--- config.mk ---
export PLATFORM = sky130hd
export DESIGN_NAME = i2cm_regblk
export DESIGN_NICKNAME = d
export VERILOG_FILES = /design/src/rtl/i2cm_pkg.sv /design/src/rtl/i2cm_brg.sv /design/src/rtl/i2cm_evt.sv /design/src/rtl/i2cm_regblk.sv
export SDC_FILE = /design/constraint.sdc
export NUM_CORES = 1
export LEC_CHECK = 0
export ABC_CLOCK_PERIOD_IN_PS = 7610
export CELL_PAD_IN_SITES_DETAIL_PLACEMENT = 1
export CELL_PAD_IN_SITES_GLOBAL_PLACEMENT = 1
export CORE_ASPECT_RATIO = 0.7
export CORE_UTILIZATION = 53
export CTS_CLUSTER_SIZE = 30
export DETAILED_ROUTE_END_ITERATION = 10
export DONT_BUFFER_PORTS = 1
export GPL_ROUTABILITY_DRIVEN = 0
export PLACE_DENSITY = 0.87
export SYNTH_ARGS = -nofsm -noshare
export SYNTH_HDL_FRONTEND = slang
export SYNTH_HIERARCHICAL = 1
export SYNTH_SLANG_ARGS = --single-unit
export TNS_END_PERCENT = 1
--- constraint.sdc ---
create_clock -name clk -period 7.61 [get_ports clk]
set_input_delay 0.3805 -clock clk [delete_from_list [all_inputs] [get_ports clk]]
set_output_delay 0.3805 -clock clk [all_outputs]
set_load 0.05 [all_outputs]
--- src/rtl/i2cm_pkg.sv ---
package i2cm_pkg;
  localparam int DW = 8;
  localparam int NEV = 4;

  localparam int OFS_MODE = 'h00;
  localparam int OFS_OWN  = 'h04;
  localparam int OFS_DIV  = 'h08;
  localparam int OFS_CMD  = 'h0C;
  localparam int OFS_EVT  = 'h10;
  localparam int OFS_MASK = 'h14;

  localparam int MODE_EN_BIT   = 0;
  localparam int MODE_W        = 3;
  localparam int PSEL_W        = 2;
  localparam int CMD_START_BIT = 7;
  localparam int CMD_MSTR_BIT  = 0;

  // Event flag position -> source pulse index, -1 where no flag lives
  function automatic int evt_src(input int pos);
    case (pos)
      0: return 0;
      1: return 1;
      2: return 2;
      4: return 3;
      default: return -1;
    endcase
  endfunction
endpackage

--- src/rtl/i2cm_brg.sv ---
module i2cm_brg #(
  parameter int DIV_W    = 8,
  parameter int PRE_LOG2 = 5,
  parameter int PSEL_W   = 2
) (
  input  logic              clk,
  input  logic              rst_n,
  input  logic              en,
  input  logic [PSEL_W-1:0] psel,
  input  logic [DIV_W-1:0]  div,
  output logic              tick
);
  localparam int PRE_W  = PRE_LOG2;
  localparam int HALF_W = DIV_W + 2;

  logic [PRE_W-1:0]  pre_cnt, pre_last;
  logic [HALF_W-1:0] half_cnt, half_last;
  logic              pre_hit;

  always_comb begin
    int sh;
    sh = PRE_LOG2 - int'(psel);
    if (sh < 0) sh = 0;
    pre_last  = PRE_W'((1 << sh) - 1);
    half_last = HALF_W'(div) + HALF_W'(2);
    pre_hit   = (pre_cnt >= pre_last);
  end

  always_ff @(posedge clk or negedge rst_n) begin
    if (!rst_n) begin
      pre_cnt  <= '0;
      half_cnt <= '0;
      tick     <= 1'b0;
    end else if (!en) begin
      pre_cnt  <= '0;
      half_cnt <= '0;
      tick     <= 1'b0;
    end else begin
      tick <= 1'b0;
      if (pre_hit) begin
        pre_cnt <= '0;
        if (half_cnt >= half_last) begin
          half_cnt <= '0;
          tick     <= 1'b1;
        end else begin
          half_cnt <= half_cnt + 1'b1;
        end
      end else begin
        pre_cnt <= pre_cnt + 1'b1;
      end
    end
  end
endmodule

--- src/rtl/i2cm_evt.sv ---
module i2cm_evt
  import i2cm_pkg::*;
#(
  parameter int W = DW,
  parameter int N = NEV
) (
  input  logic         clk,
  input  logic         rst_n,
  input  logic [N-1:0] src,
  input  logic         clr_we,
  input  logic [W-1:0] clr_data,
  input  logic [W-1:0] mask,
  output logic [W-1:0] flags,
  output logic         irq
);
  for (genvar i = 0; i < W; i++) begin : g_bit
    localparam int SI = evt_src(i);
    if (SI >= 0 && SI < N) begin : g_flag
      always_ff @(posedge clk or negedge rst_n) begin
        if (!rst_n)                       flags[i] <= 1'b0;
        else if (src[SI])                 flags[i] <= 1'b1;
        else if (clr_we && clr_data[i])   flags[i] <= 1'b0;
      end
    end else begin : g_none
      assign flags[i] = 1'b0;
    end
  end

  assign irq = |(flags & mask);
endmodule

--- src/rtl/i2cm_regblk.sv ---
module i2cm_regblk
  import i2cm_pkg::*;
#(
  parameter int ADDR_W   = 5,
  parameter int DIV_W    = 8,
  parameter int PRE_LOG2 = 5
) (
  input  logic              clk,
  input  logic              rst_n,
  input  logic              bus_sel,
  input  logic              bus_wr,
  input  logic [ADDR_W-1:0] bus_addr,
  input  logic [DW-1:0]     bus_wdata,
  output logic [DW-1:0]     bus_rdata,
  input  logic [NEV-1:0]    evt_in,
  input  logic              eng_collision,
  input  logic              eng_start_ack,
  output logic              eng_enable,
  output logic              eng_start_req,
  output logic              eng_master,
  output logic [DW-2:0]     own_addr,
  output logic              bit_tick,
  output logic              irq
);
  logic [MODE_W-1:0] mode_q;
  logic [DW-2:0]     own_q;
  logic [DIV_W-1:0]  div_q;
  logic [DW-1:0]     mask_q;
  logic [DW-1:0]     evt_flags;
  logic              start_q, master_q;
  logic              wr_en, hit_mode, hit_own, hit_div, hit_cmd, hit_evt, hit_mask;

  assign wr_en    = bus_sel && bus_wr;
  assign hit_mode = (bus_addr == ADDR_W'(OFS_MODE));
  assign hit_own  = (bus_addr == ADDR_W'(OFS_OWN));
  assign hit_div  = (bus_addr == ADDR_W'(OFS_DIV));
  assign hit_cmd  = (bus_addr == ADDR_W'(OFS_CMD));
  assign hit_evt  = (bus_addr == ADDR_W'(OFS_EVT));
  assign hit_mask = (bus_addr == ADDR_W'(OFS_MASK));

  always_ff @(posedge clk or negedge rst_n) begin
    if (!rst_n) begin
      mode_q <= '0;
      own_q  <= '0;
      div_q  <= '0;
      mask_q <= '0;
    end else if (wr_en) begin
      if (hit_mode) mode_q <= bus_wdata[MODE_W-1:0];
      if (hit_own)  own_q  <= bus_wdata[DW-1:1];
      if (hit_div)  div_q  <= bus_wdata[DIV_W-1:0];
      if (hit_mask) mask_q <= bus_wdata;
    end
  end

  // Start request: host set wins over acknowledge in the same cycle
  always_ff @(posedge clk or negedge rst_n) begin
    if (!rst_n)                                           start_q <= 1'b0;
    else if (wr_en && hit_cmd && bus_wdata[CMD_START_BIT]) start_q <= 1'b1;
    else if (eng_start_ack)                               start_q <= 1'b0;
  end

  // Master mode: collision wins over a host write in the same cycle
  always_ff @(posedge clk or negedge rst_n) begin
    if (!rst_n)                master_q <= 1'b0;
    else if (eng_collision)    master_q <= 1'b0;
    else if (wr_en && hit_cmd) master_q <= bus_wdata[CMD_MSTR_BIT];
  end

  i2cm_evt #(.W(DW), .N(NEV)) u_evt (
    .clk      (clk),
    .rst_n    (rst_n),
    .src      (evt_in),
    .clr_we   (wr_en && hit_evt),
    .clr_data (bus_wdata),
    .mask     (mask_q),
    .flags    (evt_flags),
    .irq      (irq)
  );

  i2cm_brg #(.DIV_W(DIV_W), .PRE_LOG2(PRE_LOG2), .PSEL_W(PSEL_W)) u_brg (
    .clk   (clk),
    .rst_n (rst_n),
    .en    (mode_q[MODE_EN_BIT]),
    .psel  (mode_q[PSEL_W:1]),
    .div   (div_q),
    .tick  (bit_tick)
  );

  always_comb begin
    bus_rdata = '0;
    if (hit_mode) bus_rdata = DW'(mode_q);
    if (hit_own)  bus_rdata = {own_q, 1'b0};
    if (hit_div)  bus_rdata = DW'(div_q);
    if (hit_cmd) begin
      bus_rdata[CMD_START_BIT] = start_q;
      bus_rdata[CMD_MSTR_BIT]  = master_q;
    end
    if (hit_evt)  bus_rdata = evt_flags;
    if (hit_mask) bus_rdata = mask_q;
  end

  assign eng_enable    = mode_q[MODE_EN_BIT];
  assign eng_start_req = start_q && mode_q[MODE_EN_BIT];
  assign eng_master    = master_q;
  assign own_addr      = own_q;
endmodule

## After elaboration in Yosys (flattened, before gate mapping)

Index checks and enable logic that the tools add are counted.
W data, S select, Z words.

| storage, ports and cells | value |
|---|---|
| flip-flop bits (word level) | 48 |
| bits in latches | 0 |
| memory bits (writable) | 0 |
| memory bits (read-only) | 0 |
| word-level logic and storage cells | 78 |
| memories kept | 0 |

| operators by class | value |
|---|---|
| $add $sub $neg | 5 |
| multiply operators | 0 |
| divide/modulo/power cells | 0 |
| magnitude comparators | 3 |
| eq/ne operators | 6 |
| shifts and indexed selects | 1 |
| muxes and demuxes | 28 |
| bitwise operators | 1 |
| reduce and logical (&&, ||, !) cells | 21 |

Operators by type and width:

| cell | count |
|---|---|
| $lt A32 B1 Y1 const B | 1 |
| $mux W32 | 1 |
| $mux W8 | 4 |
| $shl A1 B32 Y5 const A | 1 |
| $mux W10 | 3 |
| $mux W1 | 17 |
| $reduce_bool A2 Y1 | 6 |
| $add A10 B1 Y10 const B | 1 |
| $eq A5 B4 Y1 const B | 2 |
| $eq A5 B5 Y1 const B | 2 |
| $ge A10 B10 Y1 | 1 |
| $mux W5 | 2 |
| $add A8 B2 Y9 const B | 1 |
| $logic_and A1 B1 Y1 | 9 |
| $and A5 B8 Y8 | 1 |
| $reduce_and A2 Y1 | 4 |
| $reduce_or A8 Y1 | 1 |
| $add A5 B1 Y5 const B | 1 |
| $eq A5 B3 Y1 const B | 1 |
| $ge A5 B5 Y1 | 1 |
| $logic_not A5 Y1 | 1 |
| $sub A5 B2 Y5 const B | 1 |
| $sub A3 B2 Y4 const A | 1 |
| $mux W3 | 1 |
| $ne A2 B1 Y1 const B | 1 |

## Longest topological paths before layout

| depth | value |
|---|---|
| word-level depth | 8 |
| gate-level depth with buffers | 11 |
| gate-level depth less buffers | 10 |

## By module

The synthesis kept the hierarchy.

Modules (own cells, without submodules):

| module | times used | cells an instance | area each (um^2) | sequential area each (um^2) |
|---|---|---|---|---|
| i2cm_regblk | 1 | 131 | 1462.7 | 700.7 |
| i2cm_brg | 1 | 140 | 1312.5 | 400.4 |
| i2cm_evt | 1 | 20 | 197.7 | 100.1 |

## Worst setup path before layout

No wires, ideal clock.

| timing path | value |
|---|---|
| path type | in2out |
| from | in bus_addr[4] |
| to | out bus_rdata[0] |
| data arrival time | 2.181 ns |
| setup slack | 5.048 ns |
| cell stages on the path | 4 |
| buffers on the path | 1 |
| path through | buf_2 -> nor4b_1 -> a22oi_1 -> o221ai_1 |

| on the way | value |
|---|---|
| longest elaborated chain between the ends | 7 |

RTL lines:

| element | RTL line | source |
|---|---|---|
| from (decl) | i2cm_regblk.sv:12 | `input logic [ADDR_W-1:0] bus_addr,` |
| $logic_not A5 Y1 | i2cm_regblk.sv:34 | `assign hit_mode = (bus_addr == ADDR_W'(OFS_MODE));` |
| $mux W3 | i2cm_regblk.sv:91 | `if (hit_mode) bus_rdata = DW'(mode_q);` |
| $mux W8 | i2cm_regblk.sv:92 | `if (hit_own) bus_rdata = {own_q, 1'b0};` |
| $mux W8 | i2cm_regblk.sv:93 | `if (hit_div) bus_rdata = DW'(div_q);` |
| $mux W1 | i2cm_regblk.sv:94 | `if (hit_cmd) begin` |
| $mux W8 | i2cm_regblk.sv:98 | `if (hit_evt) bus_rdata = evt_flags;` |
| $mux W8 * | i2cm_regblk.sv:99 | `if (hit_mask) bus_rdata = mask_q;` |
| to (decl) | i2cm_regblk.sv:14 | `output logic [DW-1:0] bus_rdata,` |

Every way passes the cells marked *; elsewhere a longest branch is shown, timed or not.

## Worst setup path after layout

| timing path | value |
|---|---|
| from | reg div_q[1] |
| to | reg u_brg.half_cnt[2] |

| on the way | value |
|---|---|
| longest elaborated chain between the ends | 5 |

RTL lines:

| element | RTL line | source |
|---|---|---|
| from (decl) | i2cm_regblk.sv:27 | `logic [DIV_W-1:0] div_q;` |
| from (signal assigned) | i2cm_regblk.sv:50 | `if (hit_div) div_q <= bus_wdata[DIV_W-1:0];` |
| $add A8 B2 Y9 | i2cm_brg.sv:25 | `half_last = HALF_W'(div) + HALF_W'(2);` |
| $ge A10 B10 Y1 | i2cm_brg.sv:42 | `if (half_cnt >= half_last) begin` |
| $mux W10 | i2cm_brg.sv:42 |  |
| $mux W10 | i2cm_brg.sv:40 | `if (pre_hit) begin` |
| $mux W10 | i2cm_brg.sv:34 | `end else if (!en) begin` |
| to (signal assigned) | i2cm_brg.sv:46 | `half_cnt <= half_cnt + 1'b1;` |
| to (decl) | i2cm_brg.sv:17 | `logic [HALF_W-1:0] half_cnt, half_last;` |

Every way passes these cells. The select of a mux whose other input is x is not followed.
A chain may end at the register's enable or synchronous reset.

==> run_results.csv <==
group,metric,value,unit
outcome,status,"finished, final reports clean",
final_layout,final_area,0.00312,sq mm
floorplan,die-area,0.00592,sq mm
final_layout,finalCoreUtilization,58.8,%
logic_synthesis,ys_seq_area_share,40.4,%
floorplan,std_cell_rows,22,
logic_synthesis,synth_area_per_cell,10.2,sq um
placement,dpl_cell_area,0.00301,sq mm
logic_synthesis,ys_top_cells_by_count,"48 x dfrtp_1, 31 x nand2_1, 27 x mux2_2",
detailed_routing,drtIter0Drc,151,
logic_synthesis,postSynthCellCount,291,
critical_path,path_delay_family,"compound AO/OA/AOI/OAI gates",
power_and_ir_drop,p_int,0.374,mW
final_layout,nNetsFinal,330,
placement,port_buffers,0,
critical_path,critical_path_class,"flop to flop",
timing,period_share,38.2,%
cts,cts.sinks,48,
critical_path,cp_slowest_stage_delay,450,ps
critical_path,start_kind,"flop",
detailed_routing,wirelength,7200,um
detailed_routing,drcViolationCount,0,
timing,finalSetupViolCount,0,
critical_path,worstPathRequired,7820,ps
critical_path,cpMaxStageDelayCell,"dfrtp_1",
critical_path,crit_path_end_kind,"flop",
logic_synthesis,synth_top_cell_by_area,"dfrtp_1",
power_and_ir_drop,switching_power,0.178,mW
critical_path,worstPathArrival,3110,ps
final_layout,drive_gt1_share,18.3,%
final_layout,final_cells,362,
critical_path,reg2reg_slack,4710,ps
critical_path,critical_path_buf_inv_count,0,
logic_synthesis,synth.top_cell.area_share,40.4,%
power_and_ir_drop,pwr-share-clk,26.8,%
placement,post-place-cells,353,
grt,grt_pass1_vias,2364,
timing,slew_headroom,24.2,%
power_and_ir_drop,p_sw_share,32.2,%
critical_path,path_max_fanout,10,
critical_path,path_cells,"ha_1 > and3_1 > nand3_1 > xor2_1 > ha_1 > a21o_1 > a211oi_1 > o41a_1 > nand2_2 > o221ai_1",
logic_synthesis,synth_seq_cells,48,
placement,dp_hpwl,5310,um
logic_synthesis,yosys_warnings,6,
power_and_ir_drop,power.share.sequential,56.7,%
timing,fin_setup_tns,0,ps
logic_synthesis,synth_cell_types,51,
power_and_ir_drop,vdd_drop_max,0.0939,mV
timing,hold_violations,0,
cts,cts_max_level,2,
power_and_ir_drop,leakagePower,1.39,nW
logic_synthesis,synth-edff-count,0,
timing,finClkSkew,4.32,ps
final_layout,areaGrowthSynthToFinish,5.05,%
grt,antenna_found_initial,0,
cts,cts_tree,"done",
grt,overflow,0,
floorplan,ioPinCount,43,
flow_run,cap_violations,0,
logic_synthesis,netlist_top_cells_area,"dfrtp_1 40%, mux2_2 10%, ha_1 7.2%, nand2_1 3.9%, nand3_1 3.2%",
timing,worstMarginPinSlew,1160,ps
critical_path,crit_path_frequent_cell,"ha_1",
floorplan,fp.dieW,91.5,um
grt,grt_max_degree,49,
logic_synthesis,synth_flop_cell,"dfrtp_1",
logic_synthesis,synth-async-reset-ratio,100,%
detailed_routing,drt-pass1-iter-count,4,
grt,grt_usage,26.7,%
cts,clk_pin_slew,90,ps
cts,numCtsBuffers,5,
cts,clkLatencyLatePin,300,ps
timing,max_freq,344,MHz
logic_synthesis,yosysMostFrequentCell,"dfrtp_1",
final_layout,diodes,0,
grt,grt_pass1_wl,12200,um
detailed_routing,routedWlPerCell,19.9,um
cts,post_cts_resized,0,
logic_synthesis,syn_area,0.00297,sq mm
cts,clock_path_buffers,2,
power_and_ir_drop,power_density,177,mW/mm^2
detailed_routing,vias_per_cell,6.25,
floorplan,coreArea,0.00531,sq mm
floorplan,die_height,64.7,um
detailed_routing,vias,2263,
detailed_routing,ant_nets,0,
power_and_ir_drop,comb_power_share,16.5,%
floorplan,start_util,56.0,%
timing,rsz0062_at_grt,"false",
worst_hold_path,hold_path.class,"primary input to flop",
timing,slew_violations,0,
timing,min_period,2900,ps
cts,cts_root_buf,"clkbuf_8",
placed cells by master (no fill, tap or decap), types with 2 or more instances in the layout:
cell type	count
mux2i_1	4
nor3b_1	2
a21boi_0	2
nor2b_1	2
o221ai_2	6
o2bb2ai_1	2
xor2_1	4
ha_1	17
buf_4	2
mux2_2	27
nor2_1	12
a221oi_1	2
nand2b_1	4
conb_1	5
and3_1	8
o21ai_0	10
nand4b_1	6
and2_1	3
inv_1	7
dfrtp_1	48
a22oi_1	3
nor3_1	5
nand4_1	7
o221ai_1	2
nand3_1	19
nand2_1	31
or2_2	2
a21oi_1	9
clkbuf_8	5
a21o_1	9
xnor2_1	4
power by group through the flow:
stage | combinational [mW] | clock [mW] | sequential (mW)
floorplan | 0.0716 | 0 | 0.314
global placement | 0.0798 | 0 | 0.316
detailed placement | 0.0834 | 0 | 0.318
CTS | 0.0917 | 0.150 | 0.313
global route | 0.101 | 0.159 | 0.316
finish | 0.0913 | 0.148 | 0.313
flip-flops by register name, summed over array words and instances, names as in the netlist:
name	cells
div_q	8
u_brg/pre_cnt	5
u_brg/half_cnt	10
u_evt/flags	4
mode_q	3
u_brg/tick	1
mask_q	8
own_addr	7
eng_master	1
start_q	1
timing repair:
| item | in CTS | in global routing |
|---|---|---|
| endpoints found under the hold margin | 48 | 0 |
| hold buffers | 2 | 0 |
| setup buffers | 0 | 0 |
| setup endpoints to repair | 0 | 0 |
worst paths after layout:
| check | end | cells past startpoint | start |
|---|---|---|---|
| min reg2reg | mask_q[3]$_DFFE_PN0P_ | 1 | mask_q[3]$_DFFE_PN0P_ |
| min | eng_master$_DFFE_PN0P_ | 1 | eng_collision |
| max reg2reg | u_brg/half_cnt[2]$_DFFE_PN0P_ | 10 | div_q[1]$_DFFE_PN0P_ |
| min in group asynchronous | u_evt/flags[0]$_DFFE_PN0P_ | 2 | rst_n |
| max | u_brg/half_cnt[2]$_DFFE_PN0P_ | 10 | div_q[1]$_DFFE_PN0P_ |
| max in group asynchronous | u_brg/half_cnt[6]$_DFFE_PN0P_ | 2 | rst_n |
stage by stage:
step	hold slack (ps)	setup slack, ps	total power, mW
final	131	4710	0.552
after global routing	126	4500	0.577
after CTS	126	4720	0.554
after detailed placement	86.2	4720	0.401
after global placement	86.7	4840	0.395
after floorplan	84.9	5050	0.385
layer usage:
metal | GRT usage, % | vias to the layer above | wire (um)
met1 | 38.8 | 1145 | 3570
met5 | 0 | - | 0
met2 | 40.6 | 50 | 3260
met4 | 7.94 | 0 | 96
li1 | - | 1057 | -
met3 | 5.16 | 11 | 277
logic make-up after synthesis:
family / Yosys count / synth area share, %
other: 2 / 0.253
AOI/OAI and AO/OA: 54 / 14.7
muxes: 31 / 11.6
DFF: 48 / 40.4
adders and majority gates: 17 / 7.15
buffers and inverters: 22 / 3.62
and+or+nand+nor: 109 / 19.9
xor gates and xnor gates: 8 / 2.36
area by class of cell:
| cell class | instances | area (sq um) |
|---|---|---|
| clock buffers | 6 | 72.6 |
| clock inverters | 1 | 5.00 |
| fillers | 599 | 2190 |
| inverters | 7 | 26.3 |
| multi-input cells | 224 | 1680 |
| flip-flops and latches | 48 | 1200 |
| well taps | 72 | 90.1 |
| repair buffers | 4 | 52.6 |
worst reg2reg max path, delay by kind of cell (launching register included):
kind,cells,cell delay (ps)
AOI/OAI and AO/OA,4,1110
and+or+nand+nor,3,570
adders and majority gates,2,520
DFF,1,450
xor gates and xnor gates,1,160
Power figures use the tool's default switching activity.
